### config.mk
export PLATFORM = sky130hd
export DESIGN_NAME = interval_timer
export DESIGN_NICKNAME = d
export VERILOG_FILES = /design/src/rtl/tmr_pkg.sv /design/src/rtl/tmr_regs.sv /design/src/rtl/tmr_prescaler.sv /design/src/rtl/tmr_counter.sv /design/src/rtl/interval_timer.sv
export SDC_FILE = /design/constraint.sdc
export NUM_CORES = 1
export LEC_CHECK = 0
export ABC_CLOCK_PERIOD_IN_PS = 3840
export BUFFER_PORTS_ARGS = -buffer_cell sky130_fd_sc_hd__buf_2
export CAP_MARGIN = 0
export CORE_UTILIZATION = 24
export DETAILED_ROUTE_END_ITERATION = 10
export PLACE_DENSITY = 0.39
export SYNTH_ARGS = -nofsm -noshare
export SYNTH_HDL_FRONTEND = slang
export SYNTH_SLANG_ARGS = --single-unit
### constraint.sdc
create_clock -name clk -period 3.84 [get_ports clk]
set_input_delay 0.768 -clock clk [delete_from_list [all_inputs] [get_ports clk]]
set_output_delay 0.768 -clock clk [all_outputs]
set_load 0.02 [all_outputs]
### src/rtl/tmr_pkg.sv
package tmr_pkg;
    localparam int CTRL_BITS = 4;

    typedef enum logic [1:0] {
        SEL_CTRL   = 2'd0,
        SEL_PERIOD = 2'd1,
        SEL_SCALE  = 2'd2,
        SEL_COUNT  = 2'd3
    } reg_sel_e;

    // bit order is visible to software: [3] flag, [2] reload, [1] run, [0] power
    typedef struct packed {
        logic flag;
        logic reload;
        logic run;
        logic power;
    } ctrl_t;
endpackage

### src/rtl/tmr_regs.sv
module tmr_regs
    import tmr_pkg::*;
#(
    parameter int DW = 32
) (
    input  logic          clk,
    input  logic          rst_n,
    input  logic          wr_en,
    input  reg_sel_e      sel,
    input  logic [DW-1:0] wdata,
    input  logic          expire,
    output ctrl_t         ctrl_o,
    output logic [DW-1:0] period_o,
    output logic [DW-1:0] scale_o
);
    typedef struct packed {
        ctrl_t         ctrl;
        logic [DW-1:0] period;
        logic [DW-1:0] scale;
    } st_t;

    st_t st_d, st_q;

    always_comb begin
        st_d = st_q;
        if (wr_en) begin
            unique case (sel)
                SEL_CTRL: begin
                    st_d.ctrl.power  = wdata[0];
                    st_d.ctrl.run    = wdata[1];
                    st_d.ctrl.reload = wdata[2];
                    st_d.ctrl.flag   = wdata[3] & st_q.ctrl.flag;
                end
                SEL_PERIOD: st_d.period = wdata;
                SEL_SCALE:  st_d.scale  = wdata;
                default: ;
            endcase
        end
        if (expire) st_d.ctrl.flag = 1'b1;
    end

    always_ff @(posedge clk) begin
        if (!rst_n) st_q <= '0;
        else        st_q <= st_d;
    end

    assign ctrl_o   = st_q.ctrl;
    assign period_o = st_q.period;
    assign scale_o  = st_q.scale;

    assert_flag_on_expire_R5: assert property (@(posedge clk) disable iff (!rst_n)
        expire |=> st_q.ctrl.flag);

    assert_period_held_R2: assert property (@(posedge clk) disable iff (!rst_n)
        !(wr_en && sel == SEL_PERIOD) |=> $stable(st_q.period));
endmodule

### src/rtl/tmr_prescaler.sv
module tmr_prescaler #(
    parameter int DW = 32
) (
    input  logic          clk,
    input  logic          rst_n,
    input  logic          active,
    input  logic [DW-1:0] scale,
    output logic          tick
);
    typedef struct packed {
        logic [DW-1:0] cnt;
    } st_t;

    st_t st_d, st_q;

    // magnitude compare: a prescale lowered mid-run still yields a tick
    assign tick = active && (st_q.cnt >= scale);

    always_comb begin
        st_d = st_q;
        if (!active || tick) st_d.cnt = '0;
        else                 st_d.cnt = st_q.cnt + DW'(1);
    end

    always_ff @(posedge clk) begin
        if (!rst_n) st_q <= '0;
        else        st_q <= st_d;
    end

    assert_phase_cleared_idle_R3: assert property (@(posedge clk) disable iff (!rst_n)
        !active |=> st_q.cnt == '0);
endmodule

### src/rtl/tmr_counter.sv
module tmr_counter #(
    parameter int DW = 32
) (
    input  logic          clk,
    input  logic          rst_n,
    input  logic          active,
    input  logic          tick,
    input  logic          reload,
    input  logic [DW-1:0] period,
    input  logic          load_en,
    input  logic [DW-1:0] load_val,
    output logic [DW-1:0] count_o,
    output logic          expire_o,
    output logic          irq_o
);
    typedef struct packed {
        logic [DW-1:0] count;
        logic          act_prev;
        logic          irq;
    } st_t;

    st_t  st_d, st_q;
    logic start;
    logic hit;

    always_comb begin
        st_d          = st_q;
        st_d.act_prev = active;
        start         = active && !st_q.act_prev;
        hit           = (start && st_q.count == '0) || (tick && st_q.count == DW'(1));
        expire_o      = !load_en && hit;
        if (load_en)                        st_d.count = load_val;
        else if (expire_o)                  st_d.count = reload ? period : '0;
        else if (tick && st_q.count != '0)  st_d.count = st_q.count - DW'(1);
        st_d.irq = expire_o;
    end

    always_ff @(posedge clk) begin
        if (!rst_n) st_q <= '0;
        else        st_q <= st_d;
    end

    assign count_o = st_q.count;
    assign irq_o   = st_q.irq;

    assert_frozen_when_off_R10: assert property (@(posedge clk) disable iff (!rst_n)
        (!active && !load_en) |=> $stable(st_q.count));

    assert_no_rearm_oneshot_R6: assert property (@(posedge clk) disable iff (!rst_n)
        (st_q.count == '0 && !reload && !start && !load_en) |=> !st_q.irq);

    assert_reload_value_R7: assert property (@(posedge clk) disable iff (!rst_n)
        (expire_o && reload) |=> st_q.count == $past(period));

    assert_never_counts_up_R3: assert property (@(posedge clk) disable iff (!rst_n)
        (!load_en && !expire_o) |=> st_q.count <= $past(st_q.count));

    assert_write_wins_R9: assert property (@(posedge clk) disable iff (!rst_n)
        load_en |=> (st_q.count == $past(load_val) && !st_q.irq));
endmodule

### src/rtl/interval_timer.sv
module interval_timer
    import tmr_pkg::*;
#(
    parameter int DW     = 32,
    parameter int ADDR_W = 4
) (
    input  logic              clk,
    input  logic              rst_n,
    input  logic              bus_wr,
    input  logic [ADDR_W-1:0] bus_addr,
    input  logic [DW-1:0]     bus_wdata,
    output logic [DW-1:0]     bus_rdata,
    output logic              irq
);
    localparam logic [ADDR_W-1:0] SEL_MASK = ADDR_W'(4'hC);

    ctrl_t         ctrl_w;
    logic [DW-1:0] period_w, scale_w, count_w;
    logic          addr_ok, active, tick, expire;
    reg_sel_e      sel;

    assign addr_ok = (bus_addr & ~SEL_MASK) == '0;
    assign sel     = reg_sel_e'(bus_addr[3:2]);
    assign active  = ctrl_w.power && ctrl_w.run;

    tmr_regs #(.DW(DW)) u_regs (
        .clk      (clk),
        .rst_n    (rst_n),
        .wr_en    (bus_wr && addr_ok),
        .sel      (sel),
        .wdata    (bus_wdata),
        .expire   (expire),
        .ctrl_o   (ctrl_w),
        .period_o (period_w),
        .scale_o  (scale_w)
    );

    tmr_prescaler #(.DW(DW)) u_pre (
        .clk    (clk),
        .rst_n  (rst_n),
        .active (active),
        .scale  (scale_w),
        .tick   (tick)
    );

    tmr_counter #(.DW(DW)) u_cnt (
        .clk      (clk),
        .rst_n    (rst_n),
        .active   (active),
        .tick     (tick),
        .reload   (ctrl_w.reload),
        .period   (period_w),
        .load_en  (bus_wr && addr_ok && sel == SEL_COUNT),
        .load_val (bus_wdata),
        .count_o  (count_w),
        .expire_o (expire),
        .irq_o    (irq)
    );

    always_comb begin
        bus_rdata = '0;
        if (addr_ok) begin
            unique case (sel)
                SEL_CTRL:   bus_rdata = DW'(ctrl_w);
                SEL_PERIOD: bus_rdata = period_w;
                SEL_SCALE:  bus_rdata = scale_w;
                SEL_COUNT:  bus_rdata = count_w;
                default:    bus_rdata = '0;
            endcase
        end
    end

    assert_irq_sets_flag_R4: assert property (@(posedge clk) disable iff (!rst_n)
        irq |-> ctrl_w.flag);

    assert_idle_no_irq_R3: assert property (@(posedge clk) disable iff (!rst_n)
        (!active && !$past(active)) |=> !irq);
endmodule

==> results of run 1 <==
==> cell families after synthesis <==
family | count (synthesis) | share of synthesized area
AND/OR/NAND/NOR | 432 | 0.248
AO/OA/AOI/OAI | 231 | 0.186
flip-flops | 134 | 0.341
buffers and inverters | 109 | 0.0563
XOR/XNOR | 51 | 0.0568
multiplexers | 36 | 0.0566
adder cells (fa/ha/maj) | 35 | 0.0557
==> Yosys cell counts (5+ instances only) <==
cell and count:
a211oi_1 7, a21o_1 6, a21oi_1 95, a22oi_1 28
a31oi_1 19, a32oi_1 7, and2_1 9, and3_1 8
buf_2 9, clkbuf_1 52, dfxtp_1 134, ha_1 35
inv_1 40, mux2_2 28, nand2_1 200, nand2b_1 5
nand3_1 25, nand4_1 26, nor2_1 110, nor3_1 13
nor4_1 9, o21ai_0 25, o21ai_1 9, o221ai_1 8
o221ai_2 6, o22ai_1 6, or3_1 7, xnor2_1 27
xor2_1 24
==> registers in the layout (all words and copies together), names as in the netlist <==
register,cells
u_pre.st_q,32
u_regs.ctrl_o,4
u_cnt.irq_o,1
u_regs.period_o,32
u_cnt.st_q,1
u_regs.scale_o,32
u_cnt.count_o,32
==> worst paths after layout <==
check	startpoint	endpoint	slack (ns)
worst max register to register	u_pre.st_q[0]	u_cnt.count_o[25]	0.60
worst min register to register	u_pre.st_q[0]	u_pre.st_q[0]	0.46
worst max-delay path	u_pre.st_q[0]	u_cnt.count_o[25]	0.60
worst min-delay path	u_pre.st_q[0]	u_pre.st_q[0]	0.46
==> critical path, cell delays in order, from the launching register on <==
cell,delay (ns)
dfxtp_1,0.37
inv_1,0.06
ha_1,0.25
nand2b_1,0.13
a2111o_1,0.41
a32o_1,0.27
o21ai_0,0.51
a21oi_1,0.20
nor2_2,0.39
buf_4,0.28
a211oi_1,0.06
o22ai_1,0.20
==> where the power goes <==
| group | switching, W | total, W | internal (W) | leakage, nW |
|---|---|---|---|---|
| logic | 0.000227 | 0.000352 | 0.000125 | 2.09 |
| registers | 0.0000169 | 0.00142 | 0.00140 | 1.08 |
| clock network | 0.000711 | 0.00162 | 0.000912 | 0.258 |
| total | 0.000956 | 0.00340 | 0.00244 | 3.43 |
==> layout make-up <==
class                           instances  share of cell area
Multi-Input combinational cell        785               0.511
Clock buffer                           18              0.0473
Inverter                               41              0.0166
Timing Repair Buffer                  104              0.0649
Sequential cell                       134               0.289
Clock inverter                         13              0.0133
Tap cell                              435              0.0586
==> stage by stage <==
| step | cell area (um^2) | worst slack [ns] | hold WS [ns] | util |
|---|---|---|---|---|
| 2_1_floorplan | 7870 | 0.853 | 0.430 | - |
| 3_3_place_gp | 8730 | 0.625 | 0.447 | 0.274 |
| 3_5_place_dp | 8730 | 0.620 | 0.454 | 0.274 |
| 4_1_cts | 9290 | 0.613 | 0.470 | 0.292 |
| 5_1_grt | 9290 | 0.390 | 0.494 | 0.292 |
| 6_report | 9290 | 0.604 | 0.464 | 0.292 |
==> per-layer routing <==
layer | track usage | vias up
li1 | - | 3707
met1 | 0.254 | 3567
met2 | 0.272 | 145
met3 | 0.0274 | 24
met4 | 0.0457 | 0
met5 | 0 | -
==> cell usage in the layout (no fill, tap or decap), types with 8 or more instances in the layout <==
cell type  instances
xnor2_1           27
buf_4             33
nand4_1           26
dfxtp_1          134
clkbuf_16         17
o221ai_1           8
a21oi_1           95
ha_1              35
and2_1             9
nand3_1           25
and3_1             8
mux2_2            28
buf_2             71
nor2_1           109
a22oi_1           28
o21ai_0           25
a31oi_1           19
nor3_1            13
nand2_1          200
nor4_1             9
inv_1             40
xor2_1            24
o21ai_1            9
==> impl_metrics.env, run 1 <==
export IMPL_setup_viol=0
export IMPL_fmax_mhz=309
export IMPL_p_leak_nw=3.43
export IMPL_grt_max_degree=50
export IMPL_drc=0
export IMPL_top_layer="met4"
export IMPL_synth_edf_count=0
export IMPL_cp_end_kind="flip-flop"
export IMPL_finalHoldViolations=0
export IMPL_path_clk_slew_ns=0.07
export IMPL_final_nets=1157
export IMPL_synthFlopType="dfxtp_1"
export IMPL_relSlewSlack=0.400
export IMPL_cp_data_required_time_ns=4.19
export IMPL_synth_top_area_share=0.341
export IMPL_synth_cells=1028
export IMPL_wl_mm=28.8
export IMPL_clock_sinks=134
export IMPL_syn_num_nets=1102
export IMPL_reg2reg_depth=11
export IMPL_vdd_ir_drop_worst_mv=0.265
export IMPL_antenna_found_initial=0
export IMPL_numCtsBuffers=17
export IMPL_firstDrtPassIters=4
export IMPL_cts_resized=0
export IMPL_num_fill_cells=3531
export IMPL_multi_input_area_um2=4750
export IMPL_synth_seq_cells=134
export IMPL_die_height_um=183
export IMPL_final_cells=1530
export IMPL_drv_cap=0
export IMPL_m1WireLength_mm=14.6
export IMPL_initialDrtViolationCount=477
export IMPL_cts_setup_buffers=0
export IMPL_wl_per_cell_um=18.8
export IMPL_ff_latch_area_um2=2680
export IMPL_grt_pass1_wl_mm=44.8
export IMPL_mappedNetlistArea_um2=7870
export IMPL_crit_type="flip-flop to flip-flop"
export IMPL_synth_warnings=0
export IMPL_crit_fanout=11
export IMPL_area_growth_pct=18.1
export IMPL_synth_area_top_cells="dfxtp_1 (34%), nand2_1 (9.5%), a21oi_1 (6.0%), ha_1 (5.6%), nor2_1 (5.2%)"
export IMPL_antennaDiodeCount=0
export IMPL_coreArea_um2=31900
export IMPL_rows=65
export IMPL_cts_tree="yes"
export IMPL_cts_root_buf="clkbuf_16"
export IMPL_hpwl_mm=20.5
export IMPL_fin_crit_sh=0.843
export IMPL_overflow=0
export IMPL_fin_tns_setup_ns=0
export IMPL_start_util=0.247
export IMPL_drive_gt1_frac=0.170
export IMPL_vias_per_cell=4.86
export IMPL_hold_depth=1
export IMPL_worst_skew_pair_late_latency_ns=0.44
export IMPL_syn_avg_cell_area_um2=7.65
export IMPL_wl_met2_mm=12.7
export IMPL_skew_ns=0.0223
export IMPL_synth_top_cell_by_area="dfxtp_1"
export IMPL_ys_types=56
export IMPL_die_width_um=183
export IMPL_placed_cells=1499
export IMPL_slew_viol_final=0
export IMPL_async_flop_share=0
export IMPL_route_met3_wl_mm=1.13
export IMPL_place_congestion=0.818
export IMPL_power_w=0.00340
export IMPL_io_pins=72
export IMPL_fin_crit_ns=3.24
export IMPL_cts_hold_buf=0
export IMPL_ant_nets=0
export IMPL_tightestPinTransition_ns=0.893
export IMPL_port_buffers=71
export IMPL_rsz0062_at_grt="no"
export IMPL_grt_pass1_vias=7303
export IMPL_clock_path_buffers=2
export IMPL_hold_class="flip-flop to flip-flop"
export IMPL_grt_usage=0.176
export IMPL_htreeDepth=4
export IMPL_dieArea_um2=33500
export IMPL_start_kind="flip-flop"
export IMPL_vias=7443
export IMPL_status="completed"
export IMPL_pwr_density_cell_nw_per_um2=365
export IMPL_crit_arrival_ns=3.58
export IMPL_yosysSeqAreaShare=0.341
Note: power is estimated with default switching activity, not from simulation.
==> run 2: changes to the inputs <==
- ABC_AREA: default -> 1
- ABC_CLOCK_PERIOD_IN_PS: 3840 -> 3070
- clock period: 3.84 -> 3.07 ns (I/O delays scaled with it)
==> impl_metrics.env, run 2 <==
export IMPL_synth_cells=1213
export IMPL_final_cells=1733
export IMPL_vias_per_cell=4.65
export IMPL_skew_ns=0.0111
export IMPL_synth_top_area_share=0.328
export IMPL_path_clk_slew_ns=0.07
export IMPL_synthTopCellsByCount="nand2_1 (189), inv_1 (178), nor2_1 (155), dfxtp_1 (134), a21oi_1 (119)"
export IMPL_worst_skew_pair_late_latency_ns=0.43
export IMPL_layout_commonest_cell="nand2_1"
export IMPL_place_congestion=0.868
export IMPL_pwr_density_cell_nw_per_um2=479
export IMPL_htreeDepth=4
export IMPL_dpl_cell_area_um2=9060
export IMPL_cts_tree="yes"
export IMPL_relSlewSlack=0.339
export IMPL_mappedNetlistArea_um2=8180
export IMPL_cp_end_kind="flip-flop"
export IMPL_fin_hold_ws_ns=0.480
export IMPL_drive_gt1_frac=0.135
export IMPL_clock_sinks=134
export IMPL_crit_arrival_ns=3.19
export IMPL_grt_max_degree=77
export IMPL_fin_tns_setup_ns=0
export IMPL_finalHoldViolations=0
export IMPL_layout_common_cells="nand2_1 (189), inv_1 (178), nor2_1 (151)"
export IMPL_slew_viol_final=0
export IMPL_overflow=0
export IMPL_antennaDiodeCount=0
export IMPL_io_pins=72
export IMPL_synth_top_cell_by_area="dfxtp_1"
export IMPL_crit_fanout=16
export IMPL_setup_viol=0
export IMPL_fin_area_um2=9700
export IMPL_fin_crit_sh=0.921
export IMPL_cts_root_buf="clkbuf_16"
export IMPL_die_width_um=187
export IMPL_fin_crit_ns=2.83
export IMPL_initialDrtViolationCount=617
export IMPL_p_leak_nw=4.31
export IMPL_fmax_mhz=354
export IMPL_synthFlopType="dfxtp_1"
export IMPL_syn_num_nets=1287
export IMPL_dieArea_um2=34800
export IMPL_final_nets=1347
export IMPL_drc=0
export IMPL_numCtsBuffers=17
export IMPL_antenna_found_initial=0
export IMPL_grt_pass1_vias=7792
export IMPL_ant_nets=0
export IMPL_crit_type="flip-flop to flip-flop"
export IMPL_grt_usage=0.179
export IMPL_wl_mm=30.8
export IMPL_vdd_ir_drop_worst_mv=0.379
export IMPL_synth_edf_count=0
export IMPL_ys_types=43
export IMPL_tightestPinTransition_ns=0.991
export IMPL_rows=67
export IMPL_syn_avg_cell_area_um2=6.74
export IMPL_drv_cap=0
export IMPL_port_buffers=71
export IMPL_placed_cells=1702
export IMPL_synth_seq_cells=134
export IMPL_fin_util=0.289
export IMPL_start_util=0.244
export IMPL_yosysSeqAreaShare=0.328
export IMPL_die_height_um=187
export IMPL_cp_data_required_time_ns=3.44
export IMPL_vias=8058
export IMPL_coreArea_um2=33500
export IMPL_synth_area_top_cells="dfxtp_1 (33%), nand2_1 (8.7%), inv_1 (8.2%), a21oi_1 (7.3%), nor2_1 (7.1%)"
export IMPL_firstDrtPassIters=5
export IMPL_synth_most_common_cell="nand2_1"
export IMPL_area_growth_pct=18.6
export IMPL_grt_pass1_wl_mm=47.6
export IMPL_async_flop_share=0
export IMPL_hold_class="flip-flop to flip-flop"
export IMPL_wl_per_cell_um=17.8
export IMPL_start_kind="flip-flop"
export IMPL_status="completed"
export IMPL_hpwl_mm=23.3
export IMPL_cts_hold_buf=0
export IMPL_rsz0062_at_grt="yes"
export IMPL_synth_warnings=0
export IMPL_clock_path_buffers=2
run 2: area by class of cell:
type | count | area (um^2)
tap | 448 | 561
clock inverter | 12 | 178
timing repair buffer | 93 | 558
fill | 3770 | 23800
multi-input combinational | 842 | 4570
sequential | 134 | 2680
inverter | 185 | 694
clock buffer | 19 | 453
run 2: layer usage:
metal  vias up  track usage  part of all wire
met5         -            0                 0
met4         0       0.0467             0.015
met3        20       0.0260             0.034
met2       168        0.298              0.47
met1      3795        0.242              0.48
li1       4075            -                 -
run 2: cell families after synthesis:
kind of cell,synth area share
simple gates,0.252
compound gates,0.204
buf+inv,0.115
flops,0.328
xor+xnor,0.0482
fa+ha+maj,0.0535
run 2: final timing paths:
kind                            slack (ns)                end  depth (start not counted)          startpoint
worst max register to register        0.24  u_cnt.count_o[20]                         16  u_regs.scale_o[15]
worst max-delay path                  0.24  u_cnt.count_o[20]                         16  u_regs.scale_o[15]
worst min register to register        0.48  u_cnt.count_o[29]                          2   u_cnt.count_o[29]
worst min-delay path                  0.48  u_cnt.count_o[29]                          2   u_cnt.count_o[29]
run 2: per-stage QoR:
step           power, W  setup WS (ns)
6_report        0.00465          0.244
5_1_grt         0.00485        -0.0148
4_1_cts         0.00471          0.177
3_5_place_dp    0.00244          0.186
3_3_place_gp    0.00245          0.178
2_1_floorplan   0.00222          0.766
run 2: timing repair:
item,CTS,global route
setup buffers,0,0
setup endpoints to repair,0,8
resized for setup,0,1
run 2: critical path: stages, from the launching register on:
cell and delay, ns:
dfxtp_1 0.30, inv_1 0.11, ha_1 0.32, nand2_1 0.07, nor2_1 0.22, nand2_1 0.12, nor2_1 0.11, nor2_1 0.05
nand2_1 0.08, nand2_1 0.05, nand2_1 0.22, nand3_1 0.22, nand2_4 0.22, nor2_4 0.07, inv_2 0.28, o21ai_0 0.16
a21oi_2 0.15
run 2: report_power, final:
group / internal [W] / total, W / switching [W]
Combinational: 0.000209 / 0.000612 / 0.000403
Clock: 0.00140 / 0.00224 / 0.000843
Sequential: 0.00177 / 0.00179 / 0.0000250
==> run 3: changes to the inputs <==
- ABC_AREA: 1 -> default
- ABC_CLOCK_PERIOD_IN_PS: 3070 -> 2700
- clock period: 3.07 -> 2.7 ns (I/O delays scaled with it)
==> impl_metrics.env, run 3 (synthesis results as in run 1) <==
export IMPL_final_nets=1241
export IMPL_p_leak_nw=4.02
export IMPL_tightestPinTransition_ns=0.583
export IMPL_io_pins=72
export IMPL_grt_max_degree=44
export IMPL_hold_depth=3
export IMPL_hpwl_mm=21.5
export IMPL_die_width_um=183
export IMPL_skew_ns=0.0105
export IMPL_start_util=0.247
export IMPL_wl_mm=29.9
export IMPL_dieArea_um2=33500
export IMPL_area_growth_pct=32.3
export IMPL_cts_root_buf="clkbuf_16"
export IMPL_path_clk_slew_ns=0.06
export IMPL_antennaDiodeCount=0
export IMPL_overflow=0
export IMPL_rsz0062_at_grt="yes"
export IMPL_vias_per_cell=4.81
export IMPL_place_congestion=0.834
export IMPL_clkPwrFrac=0.494
export IMPL_initialDrtViolationCount=447
export IMPL_firstDrtPassIters=5
export IMPL_p_seq_frac=0.389
export IMPL_setup_viol=9
export IMPL_crit_arrival_ns=3.06
export IMPL_pwr_density_cell_nw_per_um2=498
export IMPL_power_switching_w=0.00134
export IMPL_grt_pass1_vias=7526
export IMPL_cts_tree="yes"
export IMPL_swShare=0.259
export IMPL_finalHoldViolations=0
export IMPL_rows=65
export IMPL_crit_fanout=7
export IMPL_ff2ff_setup_slack_ns=-0.02
export IMPL_power_w=0.00518
export IMPL_comb_power_share=0.117
export IMPL_status="finished with violations"
export IMPL_violations="negative setup slack"
export IMPL_fin_util=0.326
export IMPL_clock_path_buffers=2
export IMPL_crit_type="flip-flop to flip-flop"
export IMPL_drc=0
export IMPL_relSlewSlack=0.611
export IMPL_vdd_ir_drop_worst_mv=0.448
export IMPL_numCtsBuffers=17
export IMPL_cts_hold_buf=0
export IMPL_grt_usage=0.178
export IMPL_cp_end_kind="flip-flop"
export IMPL_ant_nets=0
export IMPL_htreeDepth=4
export IMPL_fin_hold_ws_ns=0.372
export IMPL_fmax_mhz=368
export IMPL_layout_common_cells="nand2_1 (198), dfxtp_1 (113), nor2_1 (109)"
export IMPL_slew_viol_final=0
export IMPL_start_kind="flip-flop"
export IMPL_antenna_found_initial=0
export IMPL_die_height_um=183
export IMPL_cp_data_required_time_ns=3.04
export IMPL_worst_skew_pair_late_latency_ns=0.43
export IMPL_drive_gt1_frac=0.277
export IMPL_coreArea_um2=31900
export IMPL_fin_crit_ns=2.72
export IMPL_layout_commonest_cell="nand2_1"
export IMPL_wl_per_cell_um=18.5
export IMPL_clock_sinks=134
export IMPL_drv_cap=0
export IMPL_reg2reg_depth=9
export IMPL_internal_power_w=0.00384
export IMPL_fin_crit_sh=1.01
export IMPL_hold_class="input pin to flip-flop"
export IMPL_grt_pass1_wl_mm=45.3
export IMPL_vias=7775
export IMPL_setup_slack_ns=-0.0211
export IMPL_port_buffers=71
-- run 3: worst paths after layout --
kind / from / endpoint
max: u_cnt.count_o[20] / u_cnt.count_o[30]
min: bus_wdata[21] / u_regs.scale_o[21]
max reg2reg: u_cnt.count_o[20] / u_cnt.count_o[30]
min reg2reg: u_regs.scale_o[15] / u_regs.scale_o[15]
-- run 3: layout make-up --
type | instances | area (um^2)
clock buffer | 20 | 457
clock inverter | 12 | 176
fill | 3456 | 21500
inverter | 41 | 154
multi-input combinational | 785 | 4960
sequential | 134 | 2710
tap | 435 | 544
timing repair buffer | 188 | 1410
-- run 3: what timing repair did --
item | 4_1_cts | 5_1_grt
pin swaps | 3 | 22
endpoints found under the setup margin | 32 | 64
cloned | 0 | 5
buffers inserted | 2 | 6
gates resized for setup | 13 | 54
-- run 3: worst max-delay path: stages (launching register included) --
cell	delay, ns
dfxtp_2	0.33
nor4_4	0.34
nand3_2	0.13
or4_4	0.55
or4_4	0.45
a21o_1	0.22
nand2_4	0.18
buf_12	0.15
a31oi_2	0.09
o221ai_2	0.19
-- run 3: power by group through the flow --
stage	Combinational [W]	Clock (W)	Sequential [W]
after floorplan	0.000328	0	0.00205
after global placement	0.000571	0	0.00206
after detailed placement	0.000566	0	0.00206
after CTS	0.000577	0.00261	0.00201
after global routing	0.000660	0.00271	0.00202
final	0.000605	0.00256	0.00201
-- run 3: layer usage --
metal	routed length (um)	GRT usage	vias up
li1	-	-	3880
met2	13500	0.280	181
met4	286	0.0423	0
met3	1170	0.0284	18
met1	14900	0.252	3696
met5	0	0	-
-- run 3: through the flow --
step	std cells	area, um^2	setup WS [ns]	TNS [ns]
2_1_floorplan	1028	7870	0.000614	0
6_report	1615	10400	-0.0211	-0.0762
3_3_place_gp	1571	9360	-0.216	-4.40
4_1_cts	1605	10100	-0.0555	-0.761
3_5_place_dp	1571	9360	-0.150	-2.48
5_1_grt	1615	10400	-0.110	-2.08
